===== config.mk =====
export PLATFORM = sky130hd
export DESIGN_NAME = bus_master_seq
export DESIGN_NICKNAME = d
export VERILOG_FILES = /design/src/rtl/bms_pkg.sv /design/src/rtl/bms_sync.sv /design/src/rtl/bms_datapath.sv /design/src/rtl/bms_ctrl.sv /design/src/rtl/bus_master_seq.sv
export SDC_FILE = /design/constraint.sdc
export NUM_CORES = 1
export LEC_CHECK = 0
export BUFFER_PORTS_ARGS = -buffer_cell sky130_fd_sc_hd__buf_2
export CAP_MARGIN = 20
export CORE_AREA = 2 2 121 123
export CTS_CLUSTER_DIAMETER = 100
export CTS_CLUSTER_SIZE = 25
export DETAILED_ROUTE_END_ITERATION = 6
export DIE_AREA = 0 0 123 125
export SYNTH_ARGS = -nofsm -noshare
export SYNTH_HDL_FRONTEND = slang
export SYNTH_HIERARCHICAL = 1
export SYNTH_SLANG_ARGS = --single-unit

===== constraint.sdc =====
create_clock -name clk -period 9 [get_ports clk]
set_clock_uncertainty 0.2 [all_clocks]
set_input_delay 0.9 -clock clk [delete_from_list [all_inputs] [get_ports clk]]
set_output_delay 0.9 -clock clk [all_outputs]
set_load 0.005 [all_outputs]

===== src/rtl/bms_pkg.sv =====
package bms_pkg;

  typedef enum logic [2:0] {
    S_IDLE,
    S_ASETUP,
    S_AWAIT,
    S_DSETUP,
    S_DWAIT,
    S_DREL,
    S_TERM
  } seq_state_e;

  typedef struct packed {
    logic loadCmd;
    logic loadWr;
    logic capRd;
    logic decCnt;
    logic clrTmr;
    logic incTmr;
    logic setTmo;
  } seq_strobe_t;

endpackage


===== src/rtl/bms_sync.sv =====
module bms_sync #(
  parameter int WIDTH  = 2,
  parameter int STAGES = 2
) (
  input  logic             clk,
  input  logic             rstN,
  input  logic [WIDTH-1:0] asyncIn,
  output logic [WIDTH-1:0] syncOut
);

  logic [WIDTH-1:0] stg [STAGES];

  always_ff @(posedge clk or negedge rstN) begin
    if (!rstN) stg[0] <= '0;
    else       stg[0] <= asyncIn;
  end

  for (genvar i = 1; i < STAGES; i++) begin : g_stage
    always_ff @(posedge clk or negedge rstN) begin
      if (!rstN) stg[i] <= '0;
      else       stg[i] <= stg[i-1];
    end
  end

  assign syncOut = stg[STAGES-1];

endmodule


===== src/rtl/bms_datapath.sv =====
module bms_datapath
  import bms_pkg::*;
#(
  parameter int DW    = 32,
  parameter int CNT_W = 8,
  parameter int TMO_W = 16
) (
  input  logic             clk,
  input  logic             rstN,
  input  seq_strobe_t      strobe,
  input  logic [DW-1:0]    cmdAddr,
  input  logic             cmdRead,
  input  logic [1:0]       cmdMod,
  input  logic [CNT_W-1:0] cmdCount,
  input  logic [DW-1:0]    wrData,
  input  logic [DW-1:0]    adIn,
  input  logic [TMO_W-1:0] tmoLimit,
  output logic [DW-1:0]    adBus,
  output logic             isRead,
  output logic [1:0]       modBits,
  output logic             countZero,
  output logic             expired,
  output logic [DW-1:0]    rdData,
  output logic             rdValid,
  output logic             timedOut
);

  logic [CNT_W-1:0] countReg;
  logic [TMO_W-1:0] timer;

  always_ff @(posedge clk or negedge rstN) begin
    if (!rstN) begin
      adBus    <= '0;
      isRead   <= 1'b0;
      modBits  <= '0;
      countReg <= '0;
    end else if (strobe.loadCmd) begin
      adBus    <= cmdAddr;
      isRead   <= cmdRead;
      modBits  <= cmdMod;
      countReg <= cmdCount;
    end else begin
      if (strobe.loadWr) adBus    <= wrData;
      if (strobe.decCnt) countReg <= countReg - 1'b1;
    end
  end

  always_ff @(posedge clk or negedge rstN) begin
    if (!rstN)              timer <= '0;
    else if (strobe.clrTmr) timer <= '0;
    else if (strobe.incTmr) timer <= timer + 1'b1;
  end

  always_ff @(posedge clk or negedge rstN) begin
    if (!rstN) begin
      rdData  <= '0;
      rdValid <= 1'b0;
    end else begin
      rdValid <= strobe.capRd;
      if (strobe.capRd) rdData <= adIn;
    end
  end

  always_ff @(posedge clk or negedge rstN) begin
    if (!rstN)               timedOut <= 1'b0;
    else if (strobe.loadCmd) timedOut <= 1'b0;
    else if (strobe.setTmo)  timedOut <= 1'b1;
  end

  assign countZero = (countReg == '0);
  assign expired   = (timer >= tmoLimit);


  count_underflow_chk: assert property (@(posedge clk) disable iff (!rstN)
    strobe.decCnt |-> !countZero);


  tmo_cause_chk: assert property (@(posedge clk) disable iff (!rstN)
    $rose(timedOut) |-> $past(expired));

endmodule


===== src/rtl/bms_ctrl.sv =====
module bms_ctrl
  import bms_pkg::*;
(
  input  logic        clk,
  input  logic        rstN,
  input  logic        cmdValid,
  input  logic        akSync,
  input  logic        dkSync,
  input  logic        isRead,
  input  logic        countZero,
  input  logic        expired,
  output logic        cmdReady,
  output seq_strobe_t strobe,
  output logic        asOut,
  output logic        dsOut,
  output logic        rdOut,
  output logic        addrPhase,
  output logic        adOe,
  output logic        wrTake,
  output logic        done
);

  seq_state_e state, nextState;

  always_ff @(posedge clk or negedge rstN) begin
    if (!rstN) state <= S_IDLE;
    else       state <= nextState;
  end

  always_comb begin
    nextState = state;
    strobe    = '0;
    unique case (state)
      S_IDLE: begin
        if (cmdValid && !akSync) begin
          strobe.loadCmd = 1'b1;
          nextState      = S_ASETUP;
        end
      end
      S_ASETUP: begin
        strobe.clrTmr = 1'b1;
        nextState     = S_AWAIT;
      end
      S_AWAIT: begin
        if (akSync) begin
          if (countZero) nextState = S_TERM;
          else begin
            strobe.loadWr = !isRead;
            nextState     = S_DSETUP;
          end
        end else if (expired) begin
          strobe.setTmo = 1'b1;
          nextState     = S_TERM;
        end else strobe.incTmr = 1'b1;
      end
      S_DSETUP: begin
        strobe.clrTmr = 1'b1;
        nextState     = S_DWAIT;
      end
      S_DWAIT: begin
        if (dkSync) begin
          strobe.capRd  = isRead;
          strobe.decCnt = 1'b1;
          strobe.clrTmr = 1'b1;
          nextState     = S_DREL;
        end else if (expired) begin
          strobe.setTmo = 1'b1;
          nextState     = S_TERM;
        end else strobe.incTmr = 1'b1;
      end
      S_DREL: begin
        if (!dkSync) begin
          if (countZero) nextState = S_TERM;
          else begin
            strobe.loadWr = !isRead;
            nextState     = S_DSETUP;
          end
        end else if (expired) begin
          strobe.setTmo = 1'b1;
          nextState     = S_TERM;
        end else strobe.incTmr = 1'b1;
      end
      S_TERM:  nextState = S_IDLE;
      default: nextState = S_IDLE;
    endcase
  end

  logic dataPhase;
  assign dataPhase = (state == S_DSETUP) || (state == S_DWAIT) || (state == S_DREL);
  assign addrPhase = (state == S_ASETUP) || (state == S_AWAIT);
  assign asOut     = (state == S_AWAIT) || dataPhase;
  assign dsOut     = (state == S_DWAIT);
  assign rdOut     = dsOut && isRead;
  assign adOe      = addrPhase || (dataPhase && !isRead);
  assign wrTake    = (state == S_DSETUP) && !isRead;
  assign done      = (state == S_TERM);
  assign cmdReady  = (state == S_IDLE) && !akSync;


  ds_after_dk_low_chk: assert property (@(posedge clk) disable iff (!rstN)
    $rose(dsOut) |-> !dkSync);


  as_lock_chk: assert property (@(posedge clk) disable iff (!rstN)
    $fell(asOut) |-> done);


  rd_release_chk: assert property (@(posedge clk) disable iff (!rstN)
    rdOut |-> !adOe);


  term_quiet_chk: assert property (@(posedge clk) disable iff (!rstN)
    done |-> (!asOut && !dsOut && !adOe && !addrPhase));

endmodule


===== src/rtl/bus_master_seq.sv =====
module bus_master_seq
  import bms_pkg::*;
#(
  parameter int DW    = 32,
  parameter int CNT_W = 8,
  parameter int TMO_W = 16
) (
  input  logic             clk,
  input  logic             rstN,
  input  logic [TMO_W-1:0] tmoLimit,
  input  logic             cmdValid,
  output logic             cmdReady,
  input  logic [DW-1:0]    cmdAddr,
  input  logic             cmdRead,
  input  logic [1:0]       cmdMod,
  input  logic [CNT_W-1:0] cmdCount,
  input  logic [DW-1:0]    wrData,
  output logic             wrTake,
  output logic [DW-1:0]    rdData,
  output logic             rdValid,
  output logic             done,
  output logic             timedOut,
  output logic [DW-1:0]    adOut,
  output logic             adOe,
  input  logic [DW-1:0]    adIn,
  output logic             asOut,
  output logic             dsOut,
  output logic             rdOut,
  output logic             cbOut,
  output logic             nhOut,
  input  logic             akIn,
  input  logic             dkIn
);

  localparam int SYNC_STAGES = 2;

  seq_strobe_t strobe;
  logic [1:0]  hsSync;
  logic        akSync, dkSync;
  logic        isRead, countZero, expired, addrPhase;
  logic [1:0]  modBits;

  bms_sync #(.WIDTH(2), .STAGES(SYNC_STAGES)) u_sync (
    .clk(clk), .rstN(rstN), .asyncIn({akIn, dkIn}), .syncOut(hsSync)
  );
  assign akSync = hsSync[1];
  assign dkSync = hsSync[0];

  bms_ctrl u_ctrl (
    .clk(clk), .rstN(rstN), .cmdValid(cmdValid), .akSync(akSync), .dkSync(dkSync),
    .isRead(isRead), .countZero(countZero), .expired(expired), .cmdReady(cmdReady),
    .strobe(strobe), .asOut(asOut), .dsOut(dsOut), .rdOut(rdOut),
    .addrPhase(addrPhase), .adOe(adOe), .wrTake(wrTake), .done(done)
  );

  bms_datapath #(.DW(DW), .CNT_W(CNT_W), .TMO_W(TMO_W)) u_dp (
    .clk(clk), .rstN(rstN), .strobe(strobe), .cmdAddr(cmdAddr), .cmdRead(cmdRead),
    .cmdMod(cmdMod), .cmdCount(cmdCount), .wrData(wrData), .adIn(adIn),
    .tmoLimit(tmoLimit), .adBus(adOut), .isRead(isRead), .modBits(modBits),
    .countZero(countZero), .expired(expired), .rdData(rdData), .rdValid(rdValid),
    .timedOut(timedOut)
  );

  assign cbOut = addrPhase && modBits[1];
  assign nhOut = addrPhase && modBits[0];


  addr_hold_chk: assert property (@(posedge clk) disable iff (!rstN)
    ($past(asOut) && !$past(dsOut) && !$past(akSync) && asOut) |-> $stable(adOut));


  wr_setup_chk: assert property (@(posedge clk) disable iff (!rstN)
    ($rose(dsOut) && !rdOut) |-> ($stable(adOut) && adOe));


  addr_setup_chk: assert property (@(posedge clk) disable iff (!rstN)
    $rose(asOut) |-> ($past(adOe) && $stable(adOut)));

endmodule


==> results.py, run 1 <==
metrics = {
    "global_route": {
        "antenna_found_initial": 0,
        "grt_max_degree": 59,
        "grt_pass1_vias": 4151,
        "grt_pass1_wl_um": 19400,
        "gr-usage-all-layers_pct": 15.9,
        "overflow": 0,
    },
    "clock_network": {
        "cts_sinks": 100,
        "cts_buffer_depth": 2,
        "cts_resized": 0,
        "h-tree-depth": 3,
        "cts_buffers": 9,
        "cts_setup_buffers": 0,
        "clock_latency_ns": 0.35,
        "cts_root_buf": "clkbuf_16",
        "holdBufCountCts": 0,
        "cts_tree": "done",
        "clkTransAtPathRegs_ns": 0.07,
    },
    "yosys": {
        "synth_warnings": 6,
        "synth_edf_count": 0,
        "synth_nets": 607,
        "ys_types": 55,
        "synthSimpleGateAreaFrac_pct": 13.1,
        "synth-seq-cells": 100,
        "synthAdderAreaFrac_pct": 4.51,
        "yosys_most_used_dff": "dfrtp_1",
        "synth-compound-area-share_pct": 9.13,
        "seq_area_frac_synth_pct": 50.2,
        "yosys.area_share.xor_xnor_pct": 3.51,
        "syn_area_per_cell_um2": 10.8,
        "ys_async_sr_fraction_pct": 100,
        "synth.mux.area_fraction_pct": 14.9,
        "synthCells": 461,
        "synth_top_family_by_area": "multiplexers",
        "syn_area_mm2": 0.00499,
    },
    "timing": {
        "tightest_slew_ns": 0.867,
        "setup_tns_ns": 0,
        "fin_crit_ns": 3.70,
        "max_slew_margin_pct": 41.4,
        "fmax_mhz": 270,
        "timing.hold.ws_ns": 0.148,
        "finalMaxSlewViolations": 0,
        "hold_viol": 0,
        "fin_crit_sh_pct": 41.1,
        "finalSetupViolCount": 0,
        "rsz0062_at_grt": "false",
        "setup_ws_ns": 5.30,
    },
    "detailed_routing": {
        "viasPerCell": 4.77,
        "ant_nets": 0,
        "wl_per_cell_um": 13.7,
        "postRouteWirelength_um": 11600,
        "dr.first_iter.drc_count": 138,
        "drc": 0,
        "num_vias": 4014,
        "dr.pass1.iters": 4,
    },
    "worst_setup_path": {
        "worst_ep_arrival_time_ns": 3.73,
        "end_kind": "register",
        "path_class": "in2reg",
        "required_ns": 9.03,
        "cp-start-kind": "input pin",
        "cp_max_fo": 7,
    },
    "floorplanning": {
        "rows": 44,
        "io_pins": 203,
        "die_w_um": 123,
        "die-area_mm2": 0.0154,
        "start_util_pct": 35.1,
        "core_mm2": 0.0142,
        "die_height_um": 125,
    },
    "place": {
        "dp.cells": 826,
        "place_area_mm2": 0.00614,
        "dp_hpwl_um": 8720,
        "portBuffers": 202,
        "gp_congestion": 0.784,
        "pre_cts_ws_ns": 4.92,
    },
    "layout": {
        "layout.nets": 799,
        "drive_above_1_share_pct": 41.6,
        "num_antenna_cells": 0,
        "utilization_pct": 45.4,
        "fin_cells": 842,
        "area_growth_pct": 29.3,
        "final_area_mm2": 0.00645,
    },
    "power": {
        "vdd_ir_drop_max_uv": 170,
        "power.total_mw": 1.71,
        "p_per_area_mw_per_mm2": 266,
        "p_leak_nw": 3.16,
    },
    "job": {
        "drv_cap": 0,
    },
    "min_path": {
        "hp-class": "reg2reg",
    },
    "outcome": {
        "status": "finished, final reports clean",
    },
}
registers in the layout, indices dropped and copies added (netlist names):
register and flops:
u_dp/modBits 2, u_dp/rdData 32, u_dp/timedOut 1, u_ctrl/state 3, u_dp/countReg 8, u_sync/stg 2, u_sync/syncOut 2, u_dp/isRead 1
u_dp/rdValid 1, u_dp/adBus 32, u_dp/timer 16
cell families (layout without fill, tap and decap cells):
family                   Yosys count  in the layout
AND/OR/NAND/NOR                  127            127
flip-flops                       100            100
AO/OA/AOI/OAI                     75             75
multiplexers                      70             70
buffers and inverters             51            248
XOR/XNOR                          20             20
adder cells (fa/ha/maj)           18             18
where the power goes:
part | internal, mW | switching (mW)
logic | 0.305 | 0.271
clock network | 0.232 | 0.166
registers | 0.614 | 0.124
synthesized netlist by cell type, types with 9 or more instances:
master      n  area, um^2
a21oi_1     9        45.0
buf_2       9        45.0
clkbuf_1   11        41.3
dfrtp_1   100        2500
ha_1       18         225
inv_1      24        90.1
mux2_2     36         405
mux2i_1    34         340
nand2_1    52         195
nor2_1     28         105
o21ai_0    44         220
xnor2_1    15         131
final cells by class:
cell class,instances,area (um^2)
Multi-Input combinational cell,310,2260
Fill cell,1363,7750
Clock buffer,12,256
Timing Repair Buffer,207,1050
Sequential cell,100,2500
Clock inverter,4,55.1
Tap cell,184,230
Inverter,25,93.8
per-layer routing:
metal / wire length (um) / part of all wire [%] / vias up / track usage [%]
met3: 835 / 7.2 / 12 / 5.89
met5: 0 / 0 / - / 0
met2: 5690 / 49 / 112 / 26.2
li1: - / - / 1971 / -
met4: 156 / 1.3 / 0 / 4.41
met1: 4870 / 42 / 1919 / 19.4
worst max-delay path, stage by stage:
cell	delay, ns
buf_2	0.07
inv_1	0.04
ha_1	0.30
a21o_1	0.18
a21o_1	0.16
a221oi_1	0.35
o21ai_0	0.33
nor2_1	0.48
o2111ai_1	0.30
nor2_1	0.29
a21oi_1	0.11
a31o_2	0.23
cells in the final DEF (no fill, tap or decap), drive strengths merged, types with 2 or more instances in the layout:
master	synthesis	final
nor3	8	8
a21oi	9	9
nand2b	4	4
a31o	2	2
a2bb2oi	2	2
dfrtp	100	100
and3	4	4
nand4	6	6
mux2i	34	34
and2	4	4
a21o	3	3
and4b	2	2
xnor2	15	15
nor2	29	29
ha	18	18
nor4b	2	2
mux2	36	36
inv	25	26
xor2	5	5
nor2b	3	3
o21ai	46	46
a221oi	2	2
nand2	52	52
clkbuf	11	12
buf	15	207
nor4	5	5
path summary, 6_finish.rpt:
check,from,to,slack [ns],cells after the start
min in group asynchronous,rstN,u_dp/rdData[14],0.34,1
setup / recovery,tmoLimit[13],u_dp/timer[14],5.30,12
max in group asynchronous,rstN,u_dp/adBus[0],7.13,2
hold / removal,u_sync/stg[2],u_sync/syncOut[0],0.15,0
hold reg to reg,u_sync/stg[2],u_sync/syncOut[0],0.15,0
setup reg to reg,u_dp/timer[0],u_dp/timer[14],5.47,11
Note: power is estimated with default switching activity, not from simulation.
==> run 2, diff against run 1 <==
==> constraint.sdc (replaced) <==
create_clock -name clk -period 3 [get_ports clk]
set_clock_uncertainty 0.2 [all_clocks]
set_input_delay 0.3 -clock clk [delete_from_list [all_inputs] [get_ports clk]]
set_output_delay 0.3 -clock clk [all_outputs]
set_load 0.005 [all_outputs]
==> results.py, run 2 (synthesis gave the netlist of run 1 again) <==
metrics = {
    "worst_setup_path": {
        "worst_ep_arrival_time_ns": 2.88,
        "required_ns": 3.06,
        "max_stage_delay_ns": 0.46,
        "end_kind": "register",
        "path_buf_inv": 1,
        "path_class": "reg2reg",
        "cp-start-kind": "register",
        "cp_max_fo": 5,
        "critPathMostFrequentCell": "nor2_2",
        "cp_slowest_cell": "dfrtp_1",
        "crit_chain": "ha_1 > o21a_1 > nor2_1 > o311a_1 > o21ai_1 > nor2_2 > o211ai_1 > nor2_2 > buf_4 > a31o_2 > a21oi_1",
        "crit_family": "compound AO/OA/AOI/OAI gates",
    },
    "global_route": {
        "grt_pass1_wl_um": 21500,
        "grt_max_degree": 58,
        "grt_pass1_vias": 4579,
        "gr-usage-all-layers_pct": 17.4,
        "antenna_found_initial": 0,
        "overflow": 0,
    },
    "floorplanning": {
        "rows": 44,
        "start_util_pct": 35.1,
        "die_height_um": 125,
        "io_pins": 203,
        "die-area_mm2": 0.0154,
        "core_mm2": 0.0142,
        "die_w_um": 123,
    },
    "detailed_routing": {
        "postRouteWirelength_um": 13100,
        "dr.pass1.iters": 5,
        "num_vias": 4459,
        "viasPerCell": 4.78,
        "wl_per_cell_um": 14.0,
        "ant_nets": 0,
        "dr.first_iter.drc_count": 192,
        "drc": 0,
    },
    "power": {
        "power.total_mw": 5.25,
        "p_per_area_mw_per_mm2": 715,
        "vdd_ir_drop_max_uv": 561,
        "p_leak_nw": 3.55,
    },
    "clock_network": {
        "cts_buffer_depth": 2,
        "cts_buffers": 9,
        "cts_sinks": 100,
        "clkTransAtPathRegs_ns": 0.07,
        "clock_latency_ns": 0.34,
        "h-tree-depth": 3,
        "cts_root_buf": "clkbuf_16",
        "cts_tree": "done",
    },
    "job": {
        "drv_cap": 0,
    },
    "layout": {
        "num_antenna_cells": 0,
        "final_common_cell": "buf_2",
        "layout.nets": 889,
        "multi_input_area_mm2": 0.00228,
        "fillers": 1304,
        "drive_above_1_share_pct": 39.0,
        "regArea_mm2": 0.00250,
        "largestRegisters": "u_dp/adBus x32, u_dp/rdData x32, u_dp/timer x16",
        "mostFrequentLayoutCells": "buf_2, dfrtp_1, dlygate4sd3_1",
        "area_growth_pct": 47.2,
    },
    "timing": {
        "fin_crit_ns": 2.82,
        "rsz0062_at_grt": "false",
        "setup_tns_ns": 0,
        "finalMaxSlewViolations": 0,
        "fmax_mhz": 355,
        "max_slew_margin_pct": 52.2,
        "tightest_slew_ns": 0.716,
        "fin_crit_sh_pct": 94.0,
        "finalSetupViolCount": 0,
        "hold_viol": 0,
        "timing.hold.ws_ns": 0.0469,
    },
    "min_path": {
        "hp-class": "in2reg",
    },
    "place": {
        "portBuffers": 202,
        "gp_congestion": 0.816,
        "dp_hpwl_um": 8990,
    },
    "outcome": {
        "status": "finished, final reports clean",
    },
}
-- run 2: cell types whose count changed in the layout (fill, tap and decap cells not counted), moves of 2 or more --
cell / change
clkbuf_8: -2
nor2_1: -2
nor2_2: +2
buf_12: +2
dlygate4sd3_1: +78
inv_6: +2
buf_4: +10
-- run 2: timing repair --
action                     CTS  global route
setup endpoints to repair    0            11
hold buffers                78             0
gates resized for setup      0             7
setup buffers                0             1
hold endpoints to repair   120             0
-- run 2: path summary, 6_finish.rpt --
check	from	endpoint	slack, ns	cells after the start
max reg2reg	u_dp/timer[3]	u_dp/timer[13]	0.18	11
max	u_dp/timer[3]	u_dp/timer[13]	0.18	11
max in group asynchronous	rstN	u_dp/adBus[21]	1.57	3
min reg2reg	u_sync/stg[2]	u_sync/syncOut[0]	0.16	0
min in group asynchronous	rstN	u_dp/rdData[20]	0.29	2
min	wrData[13]	u_dp/adBus[13]	0.05	3
-- run 2: layer usage --
| metal | routed length [um] | GRT usage (%) | up-vias |
|---|---|---|---|
| met4 | 264 | 6.55 | 0 |
| met2 | 6740 | 30.4 | 116 |
| met3 | 652 | 4.70 | 25 |
| li1 | - | - | 2152 |
| met1 | 5440 | 20.2 | 2166 |
| met5 | 0 | 0 | - |
-- run 2: tightest hold or removal path, cell delays in order --
cell     delay [ns]
buf_2          0.08
mux2i_1        0.05
o21ai_0        0.13
-- run 2: stage by stage --
stage          instance area, um^2  setup WS, ns  util [%]  cells
4_1_cts                       7310        0.0688      51.5    931
5_1_grt                       7340        0.0150      51.7    932
2_1_floorplan                 4990         0.126         -    461
6_report                      7340         0.180      51.7    932
3_3_place_gp                  6240         0.106      44.0    837
3_5_place_dp                  6240        0.0583      44.0    837
-- run 2: power breakdown --
group	leakage, nW	switching (mW)	internal [mW]
registers	1.27	0.328	1.84
logic	2.14	0.926	1.04
clock network	0.139	0.539	0.578
total	3.55	1.79	3.46
-- run 2: layout make-up --
class,count,share of cell area (%)
multi-input cells,310,31.1
repair buffers,297,26.5
flip-flops and latches,100,34.1
clock inverters,7,0.801
inverters,25,1.28
well taps,184,3.14
clock buffers,9,3.07
==> run 3, diff against run 2 <==
--- a/config.mk
+++ b/config.mk
@@ -7,11 +7,12 @@
 export LEC_CHECK = 0
 export BUFFER_PORTS_ARGS = -buffer_cell sky130_fd_sc_hd__buf_2
 export CAP_MARGIN = 20
-export CORE_AREA = 2 2 121 123
+export CORE_AREA = 2 2 110 112
 export CTS_CLUSTER_DIAMETER = 100
 export CTS_CLUSTER_SIZE = 25
 export DETAILED_ROUTE_END_ITERATION = 6
-export DIE_AREA = 0 0 123 125
+export DIE_AREA = 0 0 112 114
+export PLACE_DENSITY = 0.76
 export SYNTH_ARGS = -nofsm -noshare
 export SYNTH_HDL_FRONTEND = slang
 export SYNTH_HIERARCHICAL = 1
==> results.py, run 3 (synthesis gave the netlist of run 1 again) <==
metrics = {
    "timing": {
        "fin_crit_sh_pct": 94.7,
        "hold_viol": 0,
        "finalSetupViolCount": 0,
        "tightest_slew_ns": 0.706,
        "max_slew_margin_pct": 53.0,
        "fmax_mhz": 352,
        "fin_crit_ns": 2.84,
        "setup_tns_ns": 0,
        "setup_ws_ns": 0.158,
        "finalMaxSlewViolations": 0,
    },
    "detailed_routing": {
        "dr.pass1.iters": 4,
        "wl_per_cell_um": 14.8,
        "num_vias": 4452,
        "viasPerCell": 5.03,
        "ant_nets": 0,
        "postRouteWirelength_um": 13100,
        "drc": 0,
        "dr.first_iter.drc_count": 256,
    },
    "layout": {
        "mostFrequentLayoutCells": "buf_2, dfrtp_1, dlygate4sd3_1",
        "final_common_cell": "buf_2",
        "drive_above_1_share_pct": 39.7,
        "largestRegisters": "u_dp/adBus x32, u_dp/rdData x32, u_dp/timer x16",
        "num_antenna_cells": 0,
        "area_growth_pct": 44.3,
        "fin_cells": 885,
        "layout.nets": 880,
        "fillers": 951,
    },
    "worst_setup_path": {
        "end_kind": "register",
        "required_ns": 3.03,
        "worstReg2RegStart": "u_dp/timer[13]",
        "cp-start-kind": "register",
        "worst_ep_arrival_time_ns": 2.87,
        "path_buf_inv": 0,
        "cp_max_fo": 4,
        "cp_slowest_cell": "dfrtp_1",
        "path_class": "reg2reg",
        "cp-startpoint": "u_dp/timer[13]",
        "crit_family": "compound AO/OA/AOI/OAI gates",
        "max_stage_delay_ns": 0.40,
        "reg2reg_slack_ns": 0.16,
        "crit_chain": "ha_1 > a21o_1 > a21o_1 > a221oi_1 > o21ai_1 > nor2_2 > o211ai_1 > nor2_2 > a311oi_1 > a41o_1",
    },
    "global_route": {
        "overflow": 0,
        "gr-usage-all-layers_pct": 20.2,
        "antenna_found_initial": 0,
        "grt_pass1_vias": 4619,
        "grt_pass1_wl_um": 21100,
        "grt_max_degree": 56,
    },
    "power": {
        "combPwrFrac_pct": 37.8,
        "vdd_ir_drop_max_uv": 364,
        "p_switching_mw": 1.74,
        "p_int_mw": 3.43,
        "power_frac_clock_pct": 20.1,
        "power.total_mw": 5.18,
        "p_leak_nw": 3.50,
        "p_per_area_mw_per_mm2": 719,
        "seqPwrFrac_pct": 42.1,
        "switching_share_pct": 33.7,
    },
    "place": {
        "portBuffers": 202,
        "pre_cts_ws_ns": -0.0879,
        "dp.cells": 799,
        "gp_congestion": 0.828,
        "dp_hpwl_um": 8920,
    },
    "clock_network": {
        "clkTransAtPathRegs_ns": 0.07,
        "cts_tree": "done",
        "cts_root_buf": "clkbuf_16",
        "cts_buffer_depth": 2,
        "h-tree-depth": 3,
        "cts_buffers": 9,
        "cts_sinks": 100,
        "clock_latency_ns": 0.33,
    },
    "min_path": {
        "hold_path_startpoint": "adIn[1]",
        "hp-class": "in2reg",
    },
    "floorplanning": {
        "die_height_um": 114,
        "start_util_pct": 42.6,
        "rows": 40,
        "die_w_um": 112,
        "die-area_mm2": 0.0128,
        "core_mm2": 0.0117,
        "io_pins": 203,
    },
    "outcome": {
        "status": "finished, final reports clean",
    },
    "job": {
        "drv_cap": 0,
    },
}
-- run 3: cell types whose count changed in the layout (fill, tap and decap cells not counted) --
cell / before / now
clkbuf_1: 0 / 1
clkinv_4: 1 / 0
nor2_2: 3 / 4
clkinv_2: 1 / 3
dlygate4sd3_1: 78 / 70
nor3_2: 3 / 5
nor3_1: 5 / 3
nor4_2: 3 / 4
inv_8: 1 / 0
clkinvlp_4: 1 / 2
nor2_1: 26 / 25
nor4_1: 1 / 0
inv_6: 3 / 0
buf_4: 16 / 15
-- run 3: final timing paths --
kind,endpoint,depth (start not counted)
min in group asynchronous,u_dp/adBus[12],2
max in group asynchronous,u_dp/adBus[28],3
worst min-delay path,u_dp/rdData[1],2
worst max register to register,u_dp/timer[15],10
worst max-delay path,u_dp/timer[15],10
worst min register to register,u_sync/syncOut[0],0
-- run 3: layout make-up --
| cell class | count | area [um^2] | share of cell area (%) |
|---|---|---|---|
| clock buffer | 10 | 229 | 3.18 |
| tap | 147 | 184 | 2.55 |
| multi-input combinational | 310 | 2300 | 32.0 |
| timing repair buffer | 288 | 1860 | 25.8 |
| clock inverter | 5 | 30.0 | 0.417 |
| inverter | 25 | 93.8 | 1.30 |
| sequential | 100 | 2500 | 34.8 |
-- run 3: what timing repair did --
action / CTS / global route
pin swaps: 0 / 3
hold endpoints to repair: 122 / 1
cloned: 0 / 0
resized for setup: 1 / 10
hold buffers: 69 / 1
endpoints found under the setup margin: 3 / 9
buffers inserted: 0 / 1
-- run 3: power groups by stage --
stage | combinational [mW] | sequential (mW) | clock [mW]
final | 1.96 | 2.18 | 1.04
after CTS | 1.92 | 2.18 | 1.07
after global routing | 2.17 | 2.25 | 1.12
after global placement | 1.79 | 2.17 | 0
after floorplan | 1.05 | 2.17 | 0
after detailed placement | 1.85 | 2.19 | 0
-- run 3: stage by stage --
step	util, %	area (um^2)	hold WS [ns]
final	61.5	7200	0.00320
after global routing	61.5	7200	0.00158
after floorplan	-	4990	-0.196
after global placement	52.9	6190	0.136
after detailed placement	52.9	6190	0.139
after CTS	61.0	7140	0.000859
-- run 3: layer usage --
metal / vias to the layer above / GRT usage [%] / share of wire (%)
met2: 142 / 35.9 / 53
met5: - / 0 / 0
met1: 2134 / 23.8 / 40
met3: 37 / 2.98 / 4.3
met4: 0 / 10.9 / 3.1
li1: 2139 / - / -
